### src/rtl/xalu_pkg.sv
package xalu_pkg;

  // Second opcode byte values; the decoder upstream depends on these codes.
  localparam logic [7:0] OP_SWAPNIB = 8'h23;
  localparam logic [7:0] OP_MIRROR  = 8'h24;
  localparam logic [7:0] OP_TESTIMM = 8'h27;
  localparam logic [7:0] OP_MULDE   = 8'h30;
  localparam logic [7:0] OP_ADDHL_A = 8'h31;
  localparam logic [7:0] OP_ADDDE_A = 8'h32;
  localparam logic [7:0] OP_ADDBC_A = 8'h33;
  localparam logic [7:0] OP_ADDHL_N = 8'h34;
  localparam logic [7:0] OP_ADDDE_N = 8'h35;
  localparam logic [7:0] OP_ADDBC_N = 8'h36;

  // Flag byte bit positions (fixed by the core's flag register layout).
  localparam int FLAG_S  = 7;
  localparam int FLAG_Z  = 6;
  localparam int FLAG_Y  = 5;
  localparam int FLAG_H  = 4;
  localparam int FLAG_X  = 3;
  localparam int FLAG_PV = 2;
  localparam int FLAG_N  = 1;
  localparam int FLAG_C  = 0;

  // Strobes from control to datapath.
  typedef struct packed {
    logic live;       // operation presented this cycle
    logic selSwap;
    logic selMirror;
    logic selTest;
    logic selMul;
    logic selAddA;
    logic selAddImm;
    logic pairHL;
    logic pairDE;
    logic pairBC;
    logic wrA;
    logic wrF;
    logic wrBC;
    logic wrDE;
    logic wrHL;
  } xaluStrobe_t;

endpackage

### src/rtl/xalu_ctrl.sv
module xalu_ctrl
  import xalu_pkg::*;
(
  input  logic        opValid,
  input  logic [7:0]  opCode,
  output xaluStrobe_t stb
);

  logic isAddA;
  logic isAddImm;
  logic isMul;
  logic isMirror;
  logic isSwap;
  logic isTest;
  logic [2:0] pairOneHot; // {HL, DE, BC}

  always_comb begin
    isAddA     = 1'b0;
    isAddImm   = 1'b0;
    isMul      = 1'b0;
    isMirror   = 1'b0;
    isSwap     = 1'b0;
    isTest     = 1'b0;
    pairOneHot = 3'b000;
    unique case (opCode)
      OP_ADDHL_A: begin isAddA   = 1'b1; pairOneHot = 3'b100; end
      OP_ADDDE_A: begin isAddA   = 1'b1; pairOneHot = 3'b010; end
      OP_ADDBC_A: begin isAddA   = 1'b1; pairOneHot = 3'b001; end
      OP_ADDHL_N: begin isAddImm = 1'b1; pairOneHot = 3'b100; end
      OP_ADDDE_N: begin isAddImm = 1'b1; pairOneHot = 3'b010; end
      OP_ADDBC_N: begin isAddImm = 1'b1; pairOneHot = 3'b001; end
      OP_MULDE:   isMul    = 1'b1;
      OP_MIRROR:  isMirror = 1'b1;
      OP_SWAPNIB: isSwap   = 1'b1;
      OP_TESTIMM: isTest   = 1'b1;
      default: ;
    endcase
  end

  always_comb begin
    stb           = '0;
    stb.live      = opValid;
    stb.selSwap   = opValid & isSwap;
    stb.selMirror = opValid & isMirror;
    stb.selTest   = opValid & isTest;
    stb.selMul    = opValid & isMul;
    stb.selAddA   = opValid & isAddA;
    stb.selAddImm = opValid & isAddImm;
    stb.pairHL    = opValid & pairOneHot[2];
    stb.pairDE    = opValid & pairOneHot[1];
    stb.pairBC    = opValid & pairOneHot[0];
    stb.wrA       = opValid & (isSwap | isMirror);
    stb.wrF       = opValid & isTest;
    stb.wrHL      = opValid & pairOneHot[2];
    stb.wrDE      = opValid & (pairOneHot[1] | isMul);
    stb.wrBC      = opValid & pairOneHot[0];
  end

endmodule

### src/rtl/xalu_dpath.sv
module xalu_dpath
  import xalu_pkg::*;
#(
  parameter int DATA_W = 8
) (
  input  logic                clk,
  input  logic                rst_n,
  input  xaluStrobe_t         stb,
  input  logic [DATA_W-1:0]   inA,
  input  logic [DATA_W-1:0]   inF,
  input  logic [2*DATA_W-1:0] inBC,
  input  logic [2*DATA_W-1:0] inDE,
  input  logic [2*DATA_W-1:0] inHL,
  input  logic [2*DATA_W-1:0] inImm,
  output logic [DATA_W-1:0]   outA,
  output logic [DATA_W-1:0]   outF,
  output logic [2*DATA_W-1:0] outBC,
  output logic [2*DATA_W-1:0] outDE,
  output logic [2*DATA_W-1:0] outHL,
  output logic                weA,
  output logic                weF,
  output logic                weBC,
  output logic                weDE,
  output logic                weHL,
  output logic                outValid
);

  localparam int WORD_W = 2 * DATA_W;
  localparam int HALF_W = DATA_W / 2;

  // ---------------- bit mirror ----------------
  logic [DATA_W-1:0] mirA;
  for (genvar i = 0; i < DATA_W; i++) begin : g_mirror
    assign mirA[i] = inA[DATA_W-1-i];
  end

  // ---------------- nibble swap ----------------
  logic [DATA_W-1:0] swapA;
  assign swapA = {inA[HALF_W-1:0], inA[DATA_W-1:HALF_W]};

  // ---------------- 8x8 multiply (shift-add array) ----------------
  logic [DATA_W-1:0] mulX;
  logic [DATA_W-1:0] mulY;
  logic [WORD_W-1:0] partial [DATA_W];
  logic [WORD_W-1:0] mulProd;

  assign mulX = inDE[WORD_W-1:DATA_W];
  assign mulY = inDE[DATA_W-1:0];

  for (genvar j = 0; j < DATA_W; j++) begin : g_partial
    assign partial[j] = mulY[j] ? ({{DATA_W{1'b0}}, mulX} << j) : '0;
  end

  always_comb begin
    mulProd = '0;
    for (int k = 0; k < DATA_W; k++) begin
      mulProd = mulProd + partial[k];
    end
  end

  // ---------------- pair adder ----------------
  logic [WORD_W-1:0] pairOperand;
  logic [WORD_W-1:0] addend;
  logic [WORD_W-1:0] pairSum;

  always_comb begin
    pairOperand = '0;
    if (stb.pairHL) pairOperand = inHL;
    if (stb.pairDE) pairOperand = inDE;
    if (stb.pairBC) pairOperand = inBC;
  end

  assign addend  = stb.selAddImm ? inImm : {{DATA_W{1'b0}}, inA};
  assign pairSum = pairOperand + addend;

  // ---------------- flag-only AND ----------------
  logic [DATA_W-1:0] andRes;
  logic [DATA_W-1:0] testFlags;

  assign andRes = inA & inImm[DATA_W-1:0];

  always_comb begin
    testFlags          = '0;
    testFlags[FLAG_S]  = andRes[DATA_W-1];
    testFlags[FLAG_Z]  = (andRes == '0);
    testFlags[FLAG_Y]  = andRes[FLAG_Y];
    testFlags[FLAG_H]  = 1'b1;
    testFlags[FLAG_X]  = andRes[FLAG_X];
    testFlags[FLAG_PV] = ~^andRes;
    testFlags[FLAG_N]  = 1'b0;
    testFlags[FLAG_C]  = 1'b0;
  end

  // ---------------- next-value selection ----------------
  logic [DATA_W-1:0] nextA;
  logic [DATA_W-1:0] nextF;
  logic [WORD_W-1:0] nextBC;
  logic [WORD_W-1:0] nextDE;
  logic [WORD_W-1:0] nextHL;

  always_comb begin
    nextA  = inA;
    nextF  = inF;
    nextBC = inBC;
    nextDE = inDE;
    nextHL = inHL;
    if (stb.selMirror) nextA = mirA;
    if (stb.selSwap)   nextA = swapA;
    if (stb.selTest)   nextF = testFlags;
    if (stb.selMul)    nextDE = mulProd;
    if (stb.wrHL)      nextHL = pairSum;
    if (stb.wrBC)      nextBC = pairSum;
    if (stb.wrDE && !stb.selMul) nextDE = pairSum;
  end

  // ---------------- output register ----------------
  always_ff @(posedge clk) begin
    if (!rst_n) begin
      outA     <= '0;
      outF     <= '0;
      outBC    <= '0;
      outDE    <= '0;
      outHL    <= '0;
      weA      <= 1'b0;
      weF      <= 1'b0;
      weBC     <= 1'b0;
      weDE     <= 1'b0;
      weHL     <= 1'b0;
      outValid <= 1'b0;
    end else begin
      outA     <= nextA;
      outF     <= nextF;
      outBC    <= nextBC;
      outDE    <= nextDE;
      outHL    <= nextHL;
      weA      <= stb.wrA;
      weF      <= stb.wrF;
      weBC     <= stb.wrBC;
      weDE     <= stb.wrDE;
      weHL     <= stb.wrHL;
      outValid <= stb.live;
    end
  end

  // ---------------- assertions ----------------
  AST_IDLE_NO_WRITE: assert property (@(posedge clk) disable iff (!rst_n)
    !outValid |-> !(weA || weF || weBC || weDE || weHL));

  AST_ONE_REG_WRITE: assert property (@(posedge clk) disable iff (!rst_n)
    $countones({weA, weF, weBC, weDE, weHL}) <= 1);

  AST_ADD_KEEPS_FLAGS: assert property (@(posedge clk) disable iff (!rst_n)
    $past(stb.selAddA || stb.selAddImm) |-> !weF && outF == $past(inF));

  AST_MUL_PRODUCT: assert property (@(posedge clk) disable iff (!rst_n)
    $past(stb.selMul) |-> weDE && !weF &&
      outDE == ({{DATA_W{1'b0}}, $past(inDE[WORD_W-1:DATA_W])} *
                {{DATA_W{1'b0}}, $past(inDE[DATA_W-1:0])}));

  AST_TEST_KEEPS_A: assert property (@(posedge clk) disable iff (!rst_n)
    weF |-> !weA && outA == $past(inA));

  AST_TEST_H_SET: assert property (@(posedge clk) disable iff (!rst_n)
    weF |-> outF[FLAG_H] && !outF[FLAG_N] && !outF[FLAG_C]);

endmodule

### src/rtl/xalu_unit.sv
module xalu_unit
  import xalu_pkg::*;
#(
  parameter int DATA_W = 8
) (
  input  logic                clk,
  input  logic                rst_n,
  input  logic                opValid,
  input  logic [7:0]          opCode,
  input  logic [DATA_W-1:0]   inA,
  input  logic [DATA_W-1:0]   inF,
  input  logic [2*DATA_W-1:0] inBC,
  input  logic [2*DATA_W-1:0] inDE,
  input  logic [2*DATA_W-1:0] inHL,
  input  logic [2*DATA_W-1:0] inImm,
  output logic [DATA_W-1:0]   outA,
  output logic [DATA_W-1:0]   outF,
  output logic [2*DATA_W-1:0] outBC,
  output logic [2*DATA_W-1:0] outDE,
  output logic [2*DATA_W-1:0] outHL,
  output logic                weA,
  output logic                weF,
  output logic                weBC,
  output logic                weDE,
  output logic                weHL,
  output logic                outValid
);

  xaluStrobe_t stb;

  xalu_ctrl u_ctrl (
    .opValid (opValid),
    .opCode  (opCode),
    .stb     (stb)
  );

  xalu_dpath #(.DATA_W(DATA_W)) u_dpath (
    .clk      (clk),
    .rst_n    (rst_n),
    .stb      (stb),
    .inA      (inA),
    .inF      (inF),
    .inBC     (inBC),
    .inDE     (inDE),
    .inHL     (inHL),
    .inImm    (inImm),
    .outA     (outA),
    .outF     (outF),
    .outBC    (outBC),
    .outDE    (outDE),
    .outHL    (outHL),
    .weA      (weA),
    .weF      (weF),
    .weBC     (weBC),
    .weDE     (weDE),
    .weHL     (weHL),
    .outValid (outValid)
  );

  AST_RESET_QUIET: assert property (@(posedge clk)
    $past(!rst_n) |-> !outValid && !weA && !weF && !weBC && !weDE && !weHL);

endmodule

### config.mk
export PLATFORM = sky130hd
export DESIGN_NAME = xalu_unit
export DESIGN_NICKNAME = d
export VERILOG_FILES = /design/src/rtl/xalu_pkg.sv /design/src/rtl/xalu_ctrl.sv /design/src/rtl/xalu_dpath.sv /design/src/rtl/xalu_unit.sv
export SDC_FILE = /design/constraint.sdc
export NUM_CORES = 1
export LEC_CHECK = 0
export BUFFER_PORTS_ARGS = -buffer_cell sky130_fd_sc_hd__buf_2
export CAP_MARGIN = 5
export CORE_MARGIN = 8
export CORE_UTILIZATION = 31
export CTS_BUF_LIST = sky130_fd_sc_hd__clkbuf_4
export CTS_CLUSTER_DIAMETER = 60
export DETAILED_ROUTE_END_ITERATION = 16
export SKIP_LAST_GASP = 1
export SLEW_MARGIN = 20
export SYNTH_ARGS = -nofsm -noshare
export SYNTH_HDL_FRONTEND = slang
export SYNTH_SLANG_ARGS = --single-unit
### constraint.sdc
create_clock -name clk -period 8.4 [get_ports clk]
set_clock_uncertainty 0.1 [all_clocks]
set_input_delay 1.26 -clock clk [delete_from_list [all_inputs] [get_ports clk]]
set_output_delay 1.26 -clock clk [all_outputs]
set_load 0.01 [all_outputs]
==> results.toml, run 1 <==
[status]
status = "completed"

[clock_network]
ctsRootBufferMaster = "clkbuf_4"
cts_tree = "done"
cts_setup_buffers = 0
htree_levels = 3
hold_buffers = 0
numCtsBuffers = 9
cts_buffer_depth = 2
numClockSinks = 70
cts.clk_slew.worst_paths_ns = 0.14
post_cts_resized = 0

[power_and_ir_drop]
power_mw = 1.081
p_leak_nw = 3.537
powerDensity_nw_per_um2 = 148.1
irDropWorstVdd_v = 0.00008316

[job]
drv_cap = 0

[timing]
setup_viol = 0
hold_viol_final = 0
max_freq_ghz = 0.1992
rsz0062_at_grt = "no"
fin_crit_ns = 5.019
setup_tns_ns = 0
hold_ws_ns = 0.9171
drv_slew = 0
tightest_slew_ns = 0.9784
finalCritPeriodShare_pct = 59.75
fin_ws_ns = 3.381
max-slew-margin-rel_pct = 34.53

[detailed_routing]
first_pass_iters = 5
drt_iter0_drc = 286
drt_drc_violations_left = 0
wl_per_cell_um = 17.69
wl_um = 20710
ant_nets = 0
vias_per_cell = 5.036
num_vias = 5897

[logic_synthesis]
avgSynthCellArea_um2 = 7.990
yosysUniqueCellTypes = 65
synthCells = 767
syn-num-nets = 947
syn_area_um2 = 6128
async_reset_ff_share_pct = 0
synth_flop_cell = "dfxtp_1"
yosysSeqAreaShare_pct = 22.87
yosys_warnings = 0
synth-seq-cells = 70
synth-edff-count = 0

[grt]
gr-total-overflow = 0
first_global_vias = 6056
antenna_found_initial = 2
groute.usage.overall_pct = 17.03
grt_max_degree = 55
grt_pass1_wl_um = 32410

[critical_path]
critPathMaxFanout = 10
cp-start-kind = "primary input"
critical_path_class = "in -> reg"
required_ns = 8.68
crit_arrival_ns = 5.30
end_kind = "flop"

[placement]
placed_cells_incl_taps = 1154
io_buffers = 160
place_area_um2 = 7131
hpwl_um = 16500
post-place-ws_ns = 2.927
place_congestion = 0.9125

[die]
start_util_pct = 31.49
io_pins = 161
rows = 51
die_width_um = 156.6
coreArea_um2 = 19460
die_area_um2 = 24520
fp.dieH_um = 156.6

[finish]
finalInstanceArea_um2 = 7298
synthToLayoutAreaGrowth_pct = 19.09
drive_above_1_share_pct = 21.66
utilization_pct = 37.50
num-nets-final = 1080
nFillCells = 2065
final_cells = 1171

[hold_path]
hp-class = "in -> reg"
==> synthesized netlist by cell type, drive strengths merged, types with 5 or more instances <==
library cell | n | area (um2)
dfxtp | 70 | 1401
fa | 39 | 780.8
a22oi | 7 | 52.55
inv | 48 | 180.2
a211oi | 13 | 97.59
ha | 50 | 625.6
nand3 | 27 | 135.1
nand2 | 135 | 509.2
o21ai | 41 | 205.2
xnor2 | 12 | 105.1
nor3 | 5 | 25.02
a21oi | 51 | 255.2
buf | 8 | 38.79
mux2i | 25 | 250.2
nor2 | 46 | 175.2
a21o | 6 | 45.04
and2 | 56 | 350.3
nand2b | 6 | 37.54
and3 | 5 | 31.28
or3 | 7 | 48.80
clkbuf | 34 | 127.6
nand4 | 7 | 58.81
xor2 | 6 | 60.06
==> kinds of logic (layout without fill, tap and decap cells) <==
group                    Yosys count  in the layout  synth area share (%)
buffers and inverters             90            228                 5.655
other                              0              1                     0
flip-flops                        70             70                 22.87
AO/OA/AOI/OAI                    156            156                 15.86
multiplexers                      27             27                 4.451
XOR/XNOR                          18             18                 2.695
AND/OR/NAND/NOR                  317            317                 25.52
adder cells (fa/ha/maj)           89             89                 22.95
==> placed cells by master (no fill, tap or decap), types with 13 or more instances in the layout <==
master / instances
a211oi_1: 13
a21oi_1: 51
and2_1: 56
buf_2: 160
dfxtp_1: 70
fa_1: 39
ha_1: 50
inv_1: 47
mux2i_1: 25
nand2_1: 134
nand3_1: 27
nor2_1: 45
o21ai_0: 41
==> final cells by class <==
type	instances	area (um2)	share of cell area, %
Clock inverter	7	97.59	1.337
Multi-Input combinational cell	607	4387	60.11
Clock buffer	9	67.56	0.9258
Inverter	48	180.2	2.469
Sequential cell	70	1401	19.20
Tap cell	265	331.6	4.543
Timing Repair Buffer	164	830.8	11.38
Antenna cell	1	2.502	0.03429
==> path summary, 6_finish.rpt <==
check / start / to / slack [ns] / depth (start not counted)
min: opValid / u_dpath.outValid / 0.92 / 2
max: inDE[5] / u_dpath.outDE[13] / 3.38 / 14
==> power by group <==
group / internal [mW] / total [mW] / switching (mW)
combinational: 0.202 / 0.466 / 0.264
sequential: 0.349 / 0.354 / 0.00489
clock: 0.122 / 0.261 / 0.140
total: 0.672 / 1.08 / 0.409
==> layer usage <==
metal | part of all wire, % | up-vias | track usage (%) | wire (um)
met5 | 0.063 | - | 0 | 13
met2 | 46 | 199 | 28.13 | 9574
li1 | - | 2892 | - | -
met4 | 1.9 | 2 | 5.858 | 396
met1 | 44 | 2777 | 21.41 | 9191
met3 | 7.4 | 27 | 3.916 | 1536
==> state kept, by name, summed over array words and instances (netlist names), 8 cells and up <==
register,count
u_dpath.outA,8
u_dpath.outBC,16
u_dpath.outDE,16
u_dpath.outF,8
u_dpath.outHL,16
==> critical path, cell delays in order <==
cell	delay, ns
buf_2	0.17
and2_1	0.19
fa_1	0.51
fa_1	0.52
fa_1	0.49
ha_1	0.30
ha_1	0.23
fa_1	0.40
a21o_1	0.19
a211o_1	0.31
a21oi_1	0.28
nor2_1	0.07
o31a_1	0.29
o211ai_2	0.07
Power figures use the tool's default switching activity.
==> inputs of run 2 (changes only) <==
--- a/config.mk
+++ b/config.mk
@@ -5,6 +5,7 @@
 export SDC_FILE = /design/constraint.sdc
 export NUM_CORES = 1
 export LEC_CHECK = 0
+export ABC_AREA = 1
 export BUFFER_PORTS_ARGS = -buffer_cell sky130_fd_sc_hd__buf_2
 export CAP_MARGIN = 5
 export CORE_MARGIN = 8
==> constraint.sdc (replaced) <==
create_clock -name clk -period 5 [get_ports clk]
set_clock_uncertainty 0.1 [all_clocks]
set_input_delay 0.75 -clock clk [delete_from_list [all_inputs] [get_ports clk]]
set_output_delay 0.75 -clock clk [all_outputs]
set_load 0.01 [all_outputs]
==> run 2 against run 1 <==
Compared with the run above: via count increased by 9.5%; global-route usage increased by 1.2 points; wire length increased by 12%; largest power group unchanged.
==> results.toml, run 2 <==
[status]
status = "completed"

[timing]
tightest_slew_ns = 0.8144
setup_tns_ns = 0
rsz0062_at_grt = "no"
max_freq_ghz = 0.2339
max-slew-margin-rel_pct = 45.71
hold_viol_final = 0
setup_viol = 0
finalCritPeriodShare_pct = 85.51
hold_ws_ns = 0.3863
fin_crit_ns = 4.275
drv_slew = 0

[critical_path]
cp-start-kind = "primary input"
cp-startpoint = "inDE[3]"
critPathMaxFanout = 10
crit_arrival_ns = 4.59
critical_path_class = "in -> reg"
required_ns = 5.31
end_kind = "flop"

[logic_synthesis]
async_reset_ff_share_pct = 0
synth_xor_area_share_pct = 1.940
synthCells = 927
yosys.area_share.adder_pct = 22.25
synth-seq-cells = 70
yosysUniqueCellTypes = 42
avgSynthCellArea_um2 = 6.819
syn_area_um2 = 6321
yosys_warnings = 0
ys_top_cells_by_area = "dfxtp_1 22%, fa_1 12%, nand2_1 12%, inv_1 11%, ha_1 9.9%"
synth-edff-count = 0
synth_compound_area_share_pct = 17.14
synth_simple_gate_area_share_pct = 22.27
synth_top_area_share_pct = 22.17
muxShareOfSynthArea_pct = 0
synth_flop_cell = "dfxtp_1"
syn-num-nets = 1107
yosysTopAreaCell = "dfxtp_1"
yosysSeqAreaShare_pct = 22.17
ys_top_cells_by_count = "197 x nand2_1, 184 x inv_1, 78 x o21ai_0"
post-synth-top-count-cell = "nand2_1"
synth_top_family_by_area = "simple AND/OR/NAND/NOR gates"

[detailed_routing]
drt_iter0_drc = 460
ant_nets = 0
wl_um = 23270
first_pass_iters = 5
drt_drc_violations_left = 0
vias_per_cell = 4.825
wl_per_cell_um = 17.39
num_vias = 6456

[grt]
grt_pass1_wl_um = 36330
first_global_vias = 6446
grt_max_degree = 41
gr-total-overflow = 0
use_met3_pct = 4.654
antenna_found_initial = 5
groute.usage.overall_pct = 18.24
grt_most_used_layer = "met2"
grt_use_met2_pct = 28.73
use_met1_pct = 23.71

[finish]
layout_common_cells = "197 x nand2_1, 184 x inv_1, 160 x buf_2"
reg.largest.list = "u_dpath.outBC x16, u_dpath.outDE x16, u_dpath.outHL x16"
synthToLayoutAreaGrowth_pct = 17.72
final_cells = 1338
num-nets-final = 1241
layout.cells.most_common = "nand2_1"
drive_above_1_share_pct = 18.57

[placement]
io_buffers = 160
placed_cells_incl_taps = 1320
place_congestion = 0.9207
hpwl_um = 18940

[die]
io_pins = 161
start_util_pct = 31.44
fp.dieH_um = 158.8
die_width_um = 158.8
die_area_um2 = 25220
rows = 52
coreArea_um2 = 20100

[clock_network]
cts_tree = "done"
ctsRootBufferMaster = "clkbuf_4"
numClockSinks = 70
cts_setup_buffers = 0
numCtsBuffers = 9
hold_buffers = 0
cts_buffer_depth = 2
post_cts_resized = 0
htree_levels = 3
cts.clk_slew.worst_paths_ns = 0.13

[power_and_ir_drop]
irDropWorstVdd_v = 0.00008990
p_leak_nw = 4.483
powerDensity_nw_per_um2 = 240.7

[job]
drv_cap = 0

[hold_path]
hold_start = "inF[4]"
hp-class = "in -> reg"
==> run 2: cell count changes after synthesis, moves of 10 or more <==
cell / before / now
o21ai_0: 41 / 78
nand3_1: 27 / 50
a21oi_1: 51 / 61
and2_1: 56 / 1
o211ai_1: 2 / 13
a211oi_1: 13 / 0
nand2_1: 134 / 197
inv_1: 47 / 184
nor2_1: 45 / 63
mux2i_1: 25 / 0
==> run 2: kinds of logic after synthesis <==
logic type	count (synthesis)
compound gates	191
xor+xnor	14
fa+ha+maj	89
buf+inv	231
flops	70
simple gates	332
==> run 2: report_power, final <==
| part | internal [mW] | switching, mW | leakage (nW) |
|---|---|---|---|
| sequential | 0.586 | 0.00777 | 0.582 |
| clock | 0.149 | 0.231 | 0.0712 |
| combinational | 0.300 | 0.517 | 3.83 |
| total | 1.04 | 0.755 | 4.48 |
==> run 2: through the flow <==
step	worst slack [ns]	power, mW	area, um2	util (%)
after floorplan	0.4215	1.161	6321	-
after global placement	0.2959	1.420	7305	36.33
after detailed placement	0.2578	1.411	7305	36.33
after CTS	0.7939	1.796	7436	36.99
after global routing	0.4596	1.941	7441	37.01
final	0.7246	1.791	7441	37.01
==> run 2: worst paths after layout <==
path	end	slack, ns	cells past startpoint
max	u_dpath.outDE[15]	0.72	19
min	u_dpath.outF[4]	0.39	3
==> run 2: critical path, stage by stage <==
cell	delay [ns]
buf_2	0.25
nand2_1	0.08
inv_1	0.08
fa_1	0.45
fa_1	0.52
fa_1	0.49
inv_1	0.05
fa_1	0.53
inv_1	0.05
ha_1	0.39
nand2_1	0.12
a21oi_1	0.07
o21ai_0	0.16
nand3_1	0.15
nand2_1	0.09
nand2_1	0.05
o21ai_1	0.13
inv_1	0.05
a21oi_1	0.13
==> run 2: cell type report <==
type | count | area [um2]
Antenna cell | 2 | 5.005
Clock inverter | 7 | 63.81
Clock buffer | 9 | 67.56
Timing Repair Buffer | 164 | 830.8
Fill cell | 2179 | 12660
Sequential cell | 70 | 1401
Inverter | 190 | 714.4
Multi-Input combinational cell | 626 | 4020
Tap cell | 270 | 337.8
==> run 2: routing by layer <==
layer	part of all wire, %	wire length, um
met1	45	10440
met5	0.15	34
met3	7.7	1801
met4	2.2	517
met2	45	10480
==> inputs of run 3 (changes only) <==
--- a/config.mk
+++ b/config.mk
@@ -5,7 +5,6 @@
 export SDC_FILE = /design/constraint.sdc
 export NUM_CORES = 1
 export LEC_CHECK = 0
-export ABC_AREA = 1
 export BUFFER_PORTS_ARGS = -buffer_cell sky130_fd_sc_hd__buf_2
 export CAP_MARGIN = 5
 export CORE_MARGIN = 8
==> run 3 against run 2 <==
Compared with the run above: hold slack gained 0.010 ns; combinational power decreased by 4.7%; sequential power about the same; global-route usage is 1.6 points lower; via count is 8.4% lower; critical path type unchanged; largest power group unchanged.
==> results.toml, run 3 (synthesis results as in run 1) <==
[status]
status = "completed"

[critical_path]
critPathMaxFanout = 10
cp-start-kind = "primary input"
slowest_delay_ns = 0.53
crit_arrival_ns = 4.69
cp_slowest_cell = "fa_1"
required_ns = 5.21
cpMostUsedCell = "fa_1"
critical_path_class = "in -> reg"
end_kind = "flop"
path_cells = "buf_2 > and2_1 > fa_1 > fa_1 > fa_1 > inv_1 > fa_1 > inv_1 > ha_1 > a21oi_1 > o22ai_1 > o21ai_0 > and4_1 > a221oi_1 > a21oi_1"

[timing]
tightest_slew_ns = 0.9657
setup_viol = 0
max-slew-margin-rel_pct = 35.53
drv_slew = 0
finalCritPeriodShare_pct = 89.55
hold_viol_final = 0
fin_crit_ns = 4.478
max_freq_ghz = 0.2233
fin_ws_ns = 0.5224
setup_tns_ns = 0
rsz0062_at_grt = "no"

[power_and_ir_drop]
powerDensity_nw_per_um2 = 240.0
switching_share_pct = 38.71
p_int_mw = 1.083
p_leak_nw = 3.587
power_mw = 1.767
p_comb_share_pct = 44.1
p_sw_uw = 684.2
irDropWorstVdd_v = 0.0001494
pwr-share-seq_pct = 33.6
power_frac_clock_pct = 22.3

[die]
io_pins = 161
die_area_um2 = 24520
fp.dieH_um = 156.6
rows = 51
start_util_pct = 31.49
die_width_um = 156.6
coreArea_um2 = 19460

[grt]
grt_pass1_wl_um = 31730
antenna_found_initial = 2
grt_max_degree = 55
groute.usage.overall_pct = 16.63
grt_use_met2_pct = 27.15
grt_most_used_layer = "met2"
first_global_vias = 5948
use_met3_pct = 3.806
use_met1_pct = 21.41
gr-total-overflow = 0

[placement]
post-place-ws_ns = 0.05760
hpwl_um = 16380
place_congestion = 0.9091
io_buffers = 160

[clock_network]
numClockSinks = 70
numCtsBuffers = 9
post_cts_resized = 0
cts_buffer_depth = 2
cts_tree = "done"
ctsRootBufferMaster = "clkbuf_4"
cts_setup_buffers = 0
hold_buffers = 0
cts.clk_slew.worst_paths_ns = 0.15
htree_levels = 3

[hold_path]
hp-class = "in -> reg"

[detailed_routing]
ant_nets = 0
num_vias = 5916
drt_iter0_drc = 359
wl_per_cell_um = 17.17
drt_drc_violations_left = 0
wl_um = 20310
first_pass_iters = 5
vias_per_cell = 5.001

[finish]
num-nets-final = 1092
layout.cells.most_common = "buf_2"
synthToLayoutAreaGrowth_pct = 20.15
layout_common_cells = "160 x buf_2, 134 x nand2_1, 70 x dfxtp_1"
drive_above_1_share_pct = 22.68
reg.largest.list = "u_dpath.outBC x16, u_dpath.outDE x16, u_dpath.outHL x16"

[job]
drv_cap = 0
[run 3: final cells by class]
cell class                 instances  area (um2)
clock inverter                     7       72.57
tap                              265       331.6
timing repair buffer             176       920.9
sequential                        70        1401
multi-input combinational        607        4387
fill                            2061       12100
antenna                            1       2.502
inverter                          48       180.2
clock buffer                       9       67.56
[run 3: routing by layer]
| layer | vias up | part of all wire, % |
|---|---|---|
| met4 | 2 | 1.8 |
| met1 | 2787 | 45 |
| met2 | 188 | 46 |
| met3 | 27 | 7.1 |
| met5 | - | 0.039 |
| li1 | 2912 | - |
[run 3: power groups by stage]
stage               combinational [mW]  sequential [mW]  clock (mW)
floorplan                        0.555            0.621           0
global placement                 0.773            0.606           0
detailed placement               0.781            0.606           0
CTS                              0.786            0.594       0.406
global route                     0.901            0.597       0.428
finish                           0.779            0.594       0.395
[run 3: critical path, delay by kind of cell]
kind,cells,cell delay (ns)
AO/OA/AOI/OAI,5,0.87
buffers and inverters,3,0.26
adder cells (fa/ha/maj),5,2.39
AND/OR/NAND/NOR,2,0.42
[run 3: final timing paths]
path / startpoint / slack [ns] / end / cells after the start
min: inF[5] / 0.40 / u_dpath.outF[5] / 3
max: inDE[2] / 0.52 / u_dpath.outDE[14] / 15
[run 3: metrics by stage]
stage               utilization, %  instances  hold WS (ns)  area, um2
finish                       37.83       1183        0.3967       7363
global route                 37.83       1183        0.3806       7363
CTS                          37.82       1182        0.3576       7361
detailed placement           37.10       1166        0.8743       7221
global placement             37.10       1166        0.8582       7221
floorplan                        -        767        0.7707       6128
